File: config.mk
export PLATFORM = sky130hd
export DESIGN_NAME = gpio_irq_bank
export DESIGN_NICKNAME = d
export VERILOG_FILES = /design/src/rtl/gpio_bank_pkg.sv /design/src/rtl/gpio_pad_sync.sv /design/src/rtl/gpio_bank_regs.sv /design/src/rtl/gpio_irq_detect.sv /design/src/rtl/gpio_irq_bank.sv
export SDC_FILE = /design/constraint.sdc
export NUM_CORES = 1
export LEC_CHECK = 0
export ABC_AREA = 1
export BUFFER_PORTS_ARGS = -buffer_cell sky130_fd_sc_hd__buf_2
export CAP_MARGIN = 20
export CORE_AREA = 10 10 202 204
export CTS_CLUSTER_DIAMETER = 50
export DETAILED_ROUTE_END_ITERATION = 10
export DIE_AREA = 0 0 212 214
export PLACE_DENSITY = 0.68
export SLEW_MARGIN = 20
export SYNTH_ARGS = -nofsm -noshare
export SYNTH_HDL_FRONTEND = slang
export SYNTH_HIERARCHICAL = 1
export SYNTH_SLANG_ARGS = --single-unit
File: constraint.sdc
create_clock -name clk -period 1.65 [get_ports clk]
set_clock_uncertainty 0.05 [all_clocks]
set_input_delay 0.165 -clock clk [delete_from_list [all_inputs] [get_ports clk]]
set_output_delay 0.165 -clock clk [all_outputs]
set_load 0.02 [all_outputs]
File: src/rtl/gpio_bank_pkg.sv
// Package gpio_bank_pkg
// Shared register offsets and trigger-mode codes for the GPIO interrupt bank.
// Assumes byte addressing on the register bus with 32-bit aligned registers.
package gpio_bank_pkg;

    // Offsets of the port-control registers
    localparam logic [7:0] OFS_VALUE    = 8'h00;  // read: synchronized pads, write: output latch
    localparam logic [7:0] OFS_DIR      = 8'h04;  // 1 = output
    localparam logic [7:0] OFS_LATCH    = 8'h08;  // read-only copy of the output latch

    // The interrupt group: a base plus fixed relative offsets
    localparam logic [7:0] OFS_IRQ_BASE = 8'h10;
    localparam logic [7:0] IRQ_EN       = 8'h00;
    localparam logic [7:0] IRQ_T0       = 8'h04;
    localparam logic [7:0] IRQ_T1       = 8'h08;
    localparam logic [7:0] IRQ_T2       = 8'h0C;
    localparam logic [7:0] IRQ_STAT     = 8'h10;

    // Trigger codes written as {type2, type1, type0}
    typedef enum logic [2:0] {
        TRIG_FALL = 3'b000,
        TRIG_RISE = 3'b001,
        TRIG_LOW  = 3'b010,
        TRIG_HIGH = 3'b011,
        TRIG_BOTH = 3'b101
    } trig_mode_e;

endpackage

File: src/rtl/gpio_pad_sync.sv
// Module gpio_pad_sync
// Brings asynchronous pad levels into the clock domain through a chain of
// STAGES flops per bit. Assumes each pad bit is independent; no bus coherency
// across bits is promised.
module gpio_pad_sync #(
    parameter int WIDTH  = 32,
    parameter int STAGES = 2
) (
    input  logic             clk,
    input  logic             rst_n,
    input  logic [WIDTH-1:0] d_async,
    output logic [WIDTH-1:0] d_sync
);

    localparam int LAST = STAGES - 1;

    logic [STAGES-1:0][WIDTH-1:0] chain_q;

    // Shift the pad levels one stage down the chain each clock
    always_ff @(posedge clk) begin : p_chain
        if (!rst_n) begin
            chain_q <= '0;
        end else begin
            chain_q <= {chain_q[STAGES-2:0], d_async};
        end
    end

    assign d_sync = chain_q[LAST];

    // the sampled output is the previous content of the stage before it
    assert_sync_shift_R4: assert property (@(posedge clk) disable iff (!rst_n)
        d_sync == $past(chain_q[LAST-1]));

endmodule

File: src/rtl/gpio_bank_regs.sv
// Module gpio_bank_regs
// Software-visible register file of the GPIO bank: output latch, direction,
// interrupt enable and the three trigger-type planes. It decodes bus writes,
// produces the write-one-to-clear mask for the status register and forms the
// combinational read data. Assumes NPINS <= DATA_W; unused upper read bits are 0.
module gpio_bank_regs
    import gpio_bank_pkg::*;
#(
    parameter int NPINS  = 32,
    parameter int DATA_W = 32,
    parameter int ADDR_W = 8
) (
    input  logic              clk,
    input  logic              rst_n,
    input  logic              bus_wr,
    input  logic [ADDR_W-1:0] bus_addr,
    input  logic [DATA_W-1:0] bus_wdata,
    output logic [DATA_W-1:0] bus_rdata,
    input  logic [NPINS-1:0]  pin_sampled,
    input  logic [NPINS-1:0]  irq_status,
    output logic [NPINS-1:0]  latch_q,
    output logic [NPINS-1:0]  dir_q,
    output logic [NPINS-1:0]  en_q,
    output logic [NPINS-1:0]  t0_q,
    output logic [NPINS-1:0]  t1_q,
    output logic [NPINS-1:0]  t2_q,
    output logic [NPINS-1:0]  clr_mask
);

    localparam logic [ADDR_W-1:0] A_VAL   = ADDR_W'(OFS_VALUE);
    localparam logic [ADDR_W-1:0] A_DIR   = ADDR_W'(OFS_DIR);
    localparam logic [ADDR_W-1:0] A_LATCH = ADDR_W'(OFS_LATCH);
    localparam logic [ADDR_W-1:0] A_EN    = ADDR_W'(OFS_IRQ_BASE + IRQ_EN);
    localparam logic [ADDR_W-1:0] A_T0    = ADDR_W'(OFS_IRQ_BASE + IRQ_T0);
    localparam logic [ADDR_W-1:0] A_T1    = ADDR_W'(OFS_IRQ_BASE + IRQ_T1);
    localparam logic [ADDR_W-1:0] A_T2    = ADDR_W'(OFS_IRQ_BASE + IRQ_T2);
    localparam logic [ADDR_W-1:0] A_STAT  = ADDR_W'(OFS_IRQ_BASE + IRQ_STAT);

    logic [NPINS-1:0] wdata_pins;
    assign wdata_pins = bus_wdata[NPINS-1:0];

    // Widen a pin vector to the bus width
    function automatic logic [DATA_W-1:0] zext(input logic [NPINS-1:0] v);
        logic [DATA_W-1:0] r;
        r = '0;
        r[NPINS-1:0] = v;
        return r;
    endfunction

    // Update the writable registers on a bus write
    always_ff @(posedge clk) begin : p_regs
        if (!rst_n) begin
            latch_q <= '0;
            dir_q   <= '0;
            en_q    <= '0;
            t0_q    <= '0;
            t1_q    <= '0;
            t2_q    <= '0;
        end else if (bus_wr) begin
            case (bus_addr)
                A_VAL:   latch_q <= wdata_pins;
                A_DIR:   dir_q   <= wdata_pins;
                A_EN:    en_q    <= wdata_pins;
                A_T0:    t0_q    <= wdata_pins;
                A_T1:    t1_q    <= wdata_pins;
                A_T2:    t2_q    <= wdata_pins;
                default: ;
            endcase
        end
    end

    // Form the write-one-to-clear mask for the status register
    always_comb begin : p_clear
        clr_mask = '0;
        if (bus_wr && (bus_addr == A_STAT)) begin
            clr_mask = wdata_pins;
        end
    end

    // Select the read data for the presented address
    always_comb begin : p_read
        case (bus_addr)
            A_VAL:   bus_rdata = zext(pin_sampled);
            A_DIR:   bus_rdata = zext(dir_q);
            A_LATCH: bus_rdata = zext(latch_q);
            A_EN:    bus_rdata = zext(en_q);
            A_T0:    bus_rdata = zext(t0_q);
            A_T1:    bus_rdata = zext(t1_q);
            A_T2:    bus_rdata = zext(t2_q);
            A_STAT:  bus_rdata = zext(irq_status);
            default: bus_rdata = '0;
        endcase
    end

    // the first cycle after reset starts from cleared control state
    assert_reset_clean_R1: assert property (@(posedge clk) disable iff (!rst_n)
        $past(!rst_n) |-> (latch_q == '0 && dir_q == '0 && en_q == '0 &&
                           t0_q == '0 && t1_q == '0 && t2_q == '0));

    // a value-register write lands in the latch at the next edge
    assert_latch_load_R2: assert property (@(posedge clk) disable iff (!rst_n)
        (bus_wr && bus_addr == A_VAL) |=> latch_q == $past(wdata_pins));

    // the latch readback register cannot be written
    assert_latch_readonly_R2: assert property (@(posedge clk) disable iff (!rst_n)
        (bus_wr && bus_addr == A_LATCH) |=> $stable(latch_q));

    // an unmapped address never returns data
    assert_unmapped_zero_R10: assert property (@(posedge clk) disable iff (!rst_n)
        (bus_addr > A_STAT) |-> bus_rdata == '0);

endmodule

File: src/rtl/gpio_irq_detect.sv
// Module gpio_irq_detect
// Per-pin event detection and sticky status for the GPIO bank. It keeps the
// previous synchronized sample for edge detection, decodes each pin's trigger
// code, and sets status bits gated by enable. A same-cycle clear wins over an
// event. Assumes its inputs are already synchronous to clk.
module gpio_irq_detect
    import gpio_bank_pkg::*;
#(
    parameter int NPINS = 32
) (
    input  logic             clk,
    input  logic             rst_n,
    input  logic [NPINS-1:0] sampled,
    input  logic [NPINS-1:0] en,
    input  logic [NPINS-1:0] t0,
    input  logic [NPINS-1:0] t1,
    input  logic [NPINS-1:0] t2,
    input  logic [NPINS-1:0] clr,
    output logic [NPINS-1:0] status,
    output logic             irq
);

    logic [NPINS-1:0] prev_q;
    logic [NPINS-1:0] pin_event;

    // Remember the last synchronized sample for edge comparison
    always_ff @(posedge clk) begin : p_history
        if (!rst_n) begin
            prev_q <= '0;
        end else begin
            prev_q <= sampled;
        end
    end

    generate
        for (genvar i = 0; i < NPINS; i++) begin : g_pin
            logic rise;
            logic fall;
            logic hit;
            assign rise = sampled[i] & ~prev_q[i];
            assign fall = ~sampled[i] & prev_q[i];

            // Decode this pin's trigger code into an event strobe
            always_comb begin : p_decode
                case ({t2[i], t1[i], t0[i]})
                    TRIG_FALL: hit = fall;
                    TRIG_RISE: hit = rise;
                    TRIG_BOTH: hit = rise | fall;
                    TRIG_LOW:  hit = ~sampled[i];
                    TRIG_HIGH: hit = sampled[i];
                    default:   hit = t1[i] ? (sampled[i] == t0[i]) : (rise | fall);
                endcase
            end

            assign pin_event[i] = hit;
        end
    endgenerate

    // Accumulate enabled events; a write-one clear takes priority
    always_ff @(posedge clk) begin : p_status
        if (!rst_n) begin
            status <= '0;
        end else begin
            status <= (status | (pin_event & en)) & ~clr;
        end
    end

    assign irq = |(status & en);

    // any bit named in a clear is zero at the next edge
    assert_clear_wins_R8: assert property (@(posedge clk) disable iff (!rst_n)
        (clr != '0) |=> ((status & $past(clr)) == '0));

    // a bit that was clear and disabled cannot become set
    assert_gate_enable_R7: assert property (@(posedge clk) disable iff (!rst_n)
        1'b1 |=> ((status & ~$past(status) & ~$past(en)) == '0));

    // an enabled, active level without a clear leaves its bit set
    assert_level_sets_R6: assert property (@(posedge clk) disable iff (!rst_n)
        1'b1 |=> ((status & $past(t1 & en & ~clr & ~(t0 ^ sampled))) ==
                  $past(t1 & en & ~clr & ~(t0 ^ sampled))));

    // one-sided edge modes ignore the opposite edge on clear, enabled bits
    assert_rise_only_R5: assert property (@(posedge clk) disable iff (!rst_n)
        1'b1 |=> ((status & ~$past(status) &
                   $past(~t2 & ~t1 & t0 & ~sampled & prev_q)) == '0));

endmodule

File: src/rtl/gpio_irq_bank.sv
// Module gpio_irq_bank
// Top of the GPIO bank: it joins the pad synchronizer, the register file and
// the interrupt detector. Pad drivers, pin muxing and debouncing live outside.
// Assumes a single clock and synchronous active-low reset.
module gpio_irq_bank #(
    parameter int NPINS       = 32,
    parameter int DATA_W      = 32,
    parameter int ADDR_W      = 8,
    parameter int SYNC_STAGES = 2
) (
    input  logic              clk,
    input  logic              rst_n,
    input  logic              bus_wr,
    input  logic [ADDR_W-1:0] bus_addr,
    input  logic [DATA_W-1:0] bus_wdata,
    output logic [DATA_W-1:0] bus_rdata,
    input  logic [NPINS-1:0]  pad_in,
    output logic [NPINS-1:0]  pad_out,
    output logic [NPINS-1:0]  pad_oe,
    output logic              irq_out
);

    logic [NPINS-1:0] pin_sampled;
    logic [NPINS-1:0] irq_status;
    logic [NPINS-1:0] latch_q;
    logic [NPINS-1:0] dir_q;
    logic [NPINS-1:0] en_q;
    logic [NPINS-1:0] t0_q;
    logic [NPINS-1:0] t1_q;
    logic [NPINS-1:0] t2_q;
    logic [NPINS-1:0] clr_mask;

    gpio_pad_sync #(
        .WIDTH  (NPINS),
        .STAGES (SYNC_STAGES)
    ) u_sync (
        .clk     (clk),
        .rst_n   (rst_n),
        .d_async (pad_in),
        .d_sync  (pin_sampled)
    );

    gpio_bank_regs #(
        .NPINS  (NPINS),
        .DATA_W (DATA_W),
        .ADDR_W (ADDR_W)
    ) u_regs (
        .clk         (clk),
        .rst_n       (rst_n),
        .bus_wr      (bus_wr),
        .bus_addr    (bus_addr),
        .bus_wdata   (bus_wdata),
        .bus_rdata   (bus_rdata),
        .pin_sampled (pin_sampled),
        .irq_status  (irq_status),
        .latch_q     (latch_q),
        .dir_q       (dir_q),
        .en_q        (en_q),
        .t0_q        (t0_q),
        .t1_q        (t1_q),
        .t2_q        (t2_q),
        .clr_mask    (clr_mask)
    );

    gpio_irq_detect #(
        .NPINS (NPINS)
    ) u_detect (
        .clk     (clk),
        .rst_n   (rst_n),
        .sampled (pin_sampled),
        .en      (en_q),
        .t0      (t0_q),
        .t1      (t1_q),
        .t2      (t2_q),
        .clr     (clr_mask),
        .status  (irq_status),
        .irq     (irq_out)
    );

    assign pad_out = latch_q;
    assign pad_oe  = dir_q;

    // the combined request needs at least one enabled pin
    assert_irq_needs_enable_R9: assert property (@(posedge clk) disable iff (!rst_n)
        irq_out |-> (en_q != '0));

    // the combined request needs at least one pending status bit
    assert_irq_needs_status_R9: assert property (@(posedge clk) disable iff (!rst_n)
        irq_out |-> (irq_status != '0));

endmodule

==> flow_summary.rst <==
.. list-table::
   :header-rows: 1

   * - Metric
     - Value
   * - Kind of end point of the critical path
     - primary output
   * - Warnings, synthesis
     - 6
   * - Count of cells along the worst register-to-register path
     - 8
   * - Count of distinct cell types in the synthesized netlist
     - 22
   * - P_leak
     - 12.05 nW
   * - Beginning of the worst register-to-register path
     - u_sync/d_sync[30]
   * - Detailed-route wire length per cell
     - 16.64 um
   * - Main area contributors after synthesis
     - dfxtp_1 (35%), nand2_1 (18%), nor2_1 (13%)
   * - Tcrit/Tclk final
     - 1.173
   * - Multiplexer share of the synthesized area
     - 0
   * - Global-route wire length before repair
     - 92.94 mm
   * - Final setup slack of the worst path
     - -286.1 ps
   * - Largest family of logic cells by synthesized area
     - simple AND/OR/NAND/NOR gates
   * - DR vias
     - 19030
   * - Prevailing post-synth register cell
     - dfxtp_1
   * - Critical path peak fanout
     - 2
   * - Area share of the largest cell type after synthesis
     - 0.3532
   * - Max-slew violation count
     - 0
   * - Final core occ
     - 0.6397
   * - Routed wire length
     - 62.63 mm
   * - Top-count cell post-synth
     - nand2_1
   * - Kind of critical path
     - flip-flop to primary output
   * - Die Area
     - 45370 sq um
   * - Leftover overflow at the end of global routing
     - 0
   * - Via density per instance
     - 5.057
   * - Slowest-stage cell, CP
     - dfxtp_2
   * - Clock-pin slew on the worst setup and hold paths
     - 60 ps
   * - Post-synthesis area per instance
     - 6.075 sq um
   * - Worst slew margin
     - 0.7262
   * - Root Driver
     - clkbuf_16
   * - Final TNS setup
     - -379.1 ps
   * - Launching element type of the critical path
     - flip-flop
   * - Initial Util
     - 0.4896
   * - Net count of the mapped netlist
     - 3125
   * - H-tree Lvls
     - 2
   * - Number of endpoints with negative hold slack in the final report
     - 0
   * - Complex-gate fraction of the synthesized area
     - 0.01683
   * - Die height
     - 214 um
   * - Hold path startpoint
     - pad_in[0]
   * - Clock tree sinks
     - 320
   * - Arrival time at the worst endpoint
     - between 1500 and 2000 ps
   * - Cells along the critical path
     - nand2_2 -> nand2_2 -> nor2_1 -> nand2_1 -> nor2_1 -> buf_4 -> nand2_4 -> buf_6
   * - Clock latency on the worst-skew pair
     - 580 ps
   * - Required time of the critical path
     - 1430 ps
   * - Most common library cells after synthesis
     - nand2_1 (848), nor2_1 (652), inv_1 (519)
   * - Number of enable flip-flop cells after synthesis
     - 0
   * - Max-Cap Viols
     - 0
   * - Number of antenna violations at the first check in global routing
     - 2
   * - Total power draw
     - 18.96 mW
   * - Synthesized-area fraction occupied by xor and xnor cells
     - 0
   * - Synth Area in Adders
     - 0.04415
   * - Basic-gate share of the synthesized area counting and, or, nand and nor cells
     - 0.4204
   * - First drt pass iteration count
     - 6
   * - Core outline area
     - roughly 37000 sq um
   * - Share of cells above drive strength 1
     - 0.2282
   * - Final setup violation count
     - 9
   * - Inserted Clock Buffers
     - 42
   * - Worst r2r dst
     - u_detect/status[30]
   * - Area growth, synth to finish
     - 30.65%
   * - Portion of the post-synthesis area used by sequential elements
     - 0.3532
   * - Drt drc
     - 0
   * - Die X
     - 212 um
   * - Clock period minus worst slack
     - about 1900 ps
   * - Post-synth top area cell
     - dfxtp_1
   * - Flip-flop and latch count after synthesis
     - 320
   * - Worst-Margin Slew
     - 410.7 ps
   * - TritonCTS clock tree
     - built
   * - GRT Util Overall
     - 0.2536
   * - Cell area after synthesis
     - 18140 sq um
   * - Pin count of the biggest net entering global routing
     - 64
   * - Violated checks
     - negative setup slack
   * - Share of synthesized flip-flops with an asynchronous set or reset
     - 0
   * - Capture endpoint of the worst hold path
     - u_sync/chain_q[0]
   * - Maximum cell stage delay along the critical path
     - 330 ps
   * - Status
     - complete, but fails checks
   * - Deepest clock path buffer count
     - 3
   * - Worst slack at placement
     - -174.1 ps
   * - VDD IR-drop max
     - around 0.67 mV
   * - Unrepaired setup endpoints after global routing
     - true
   * - Remaining antenna violation count after routing
     - 0
   * - I/O pin count
     - 172
   * - Number of design-rule violations left by the first detailed-router iteration
     - 1650
   * - Kind of path behind the tightest hold check
     - primary input to flip-flop
   * - Count of input and output buffers
     - 171
   * - Std-Cell Rows
     - 71
   * - DP HPWL
     - between 30 and 40 mm
   * - Number of global-route vias before repair
     - 17760
   * - Slack of the worst reg-to-reg path
     - about 260 ps
   * - Pwr/cell area
     - 799.9 nW/um^2
   * - Fin nets
     - 3394
   * - Final weighted congestion in routability-driven placement
     - 0.9128
   * - Synth Instances
     - 2986
   * - Number of cells on the worst hold path
     - 4
   * - Max Clock Freq
     - 0.5165 GHz
power breakdown:
part / switching [mW] / internal, mW / total, mW
clock network: 3.77 / 6.03 / 9.80
logic: 0.772 / 0.496 / 1.27
registers: 0.0976 / 7.79 / 7.88
total: 4.64 / 14.3 / 19.0
layer usage:
metal	share of wire	routed length [um]	global-route usage
met2	0.48	30140	0.4365
met5	0	0	0
met1	0.38	23750	0.2952
met4	0.054	3395	0.1299
met3	0.085	5344	0.04312
worst max-delay path, delay by kind of cell, from the launching register on:
kind / cells / cell delay [ps]
buf+inv: 2 / 290
simple gates: 6 / 540
flops: 1 / 330
metrics by stage:
| step | area [sq um] | hold slack, ps | cells |
|---|---|---|---|
| 6_report | 23700 | 241.4 | 3763 |
| 5_1_grt | 23700 | 267.1 | 3763 |
| 4_1_cts | 22490 | 221.7 | 3707 |
| 3_5_place_dp | 19530 | 300.2 | 3537 |
| 3_3_place_gp | 19530 | 294.4 | 3537 |
| 2_1_floorplan | 18140 | 208.5 | 2986 |
layout make-up:
cell class	count	area [sq um]
fill	3271	13350
clock buffer	51	1136
multi-input combinational	1976	9266
clock inverter	25	346.6
antenna	2	5.005
sequential	320	6705
tap	474	593.1
timing repair buffer	392	3680
inverter	523	1966
worst max-delay path by stage:
stage / startpoint / end / slack, ps / cells past startpoint
floorplan: bus_addr[7] / bus_rdata[0] / 280 / 8
detailed placement: bus_addr[7] / bus_rdata[13] / -170 / 10
global route: u_regs/en_q[28] / irq_out / -340 / 8
finish: u_regs/en_q[26] / irq_out / -290 / 8
global placement: bus_addr[7] / bus_rdata[13] / -180 / 10
CTS: u_regs/en_q[26] / irq_out / -270 / 8
cells by family (layout without fill, tap and decap cells):
logic type      Yosys count  count (layout)
fa+ha+maj                64              64
other cells               0               2
buf+inv                 690             991
flops                   320             320
compound gates           37              37
simple gates           1875            1875
cells in the final DEF, fill, tap and decap left out, types with 11 or more instances in the layout:
cell             n
nand2_1        807
nor2_1         629
inv_1          507
nand3_1        299
dfxtp_1        157
buf_2          138
dfxtp_2        125
buf_4           86
dlygate4sd3_1   66
ha_1            64
nand3_2         55
clkbuf_16       52
buf_6           49
dfxtp_4         38
buf_12          37
nand2_2         37
a21oi_2         32
nor2_2          21
inv_2           15
nor2_4          11
timing repair:
action                     in CTS  in global routing
gates resized for setup       229                215
hold buffers                   66                  0
pin swaps                      50                102
setup buffers                  27                 44
hold endpoints to repair      178                  0
cloned                          4                 12
setup endpoints to repair      33                 33
(Power assumes the default switching activity.)
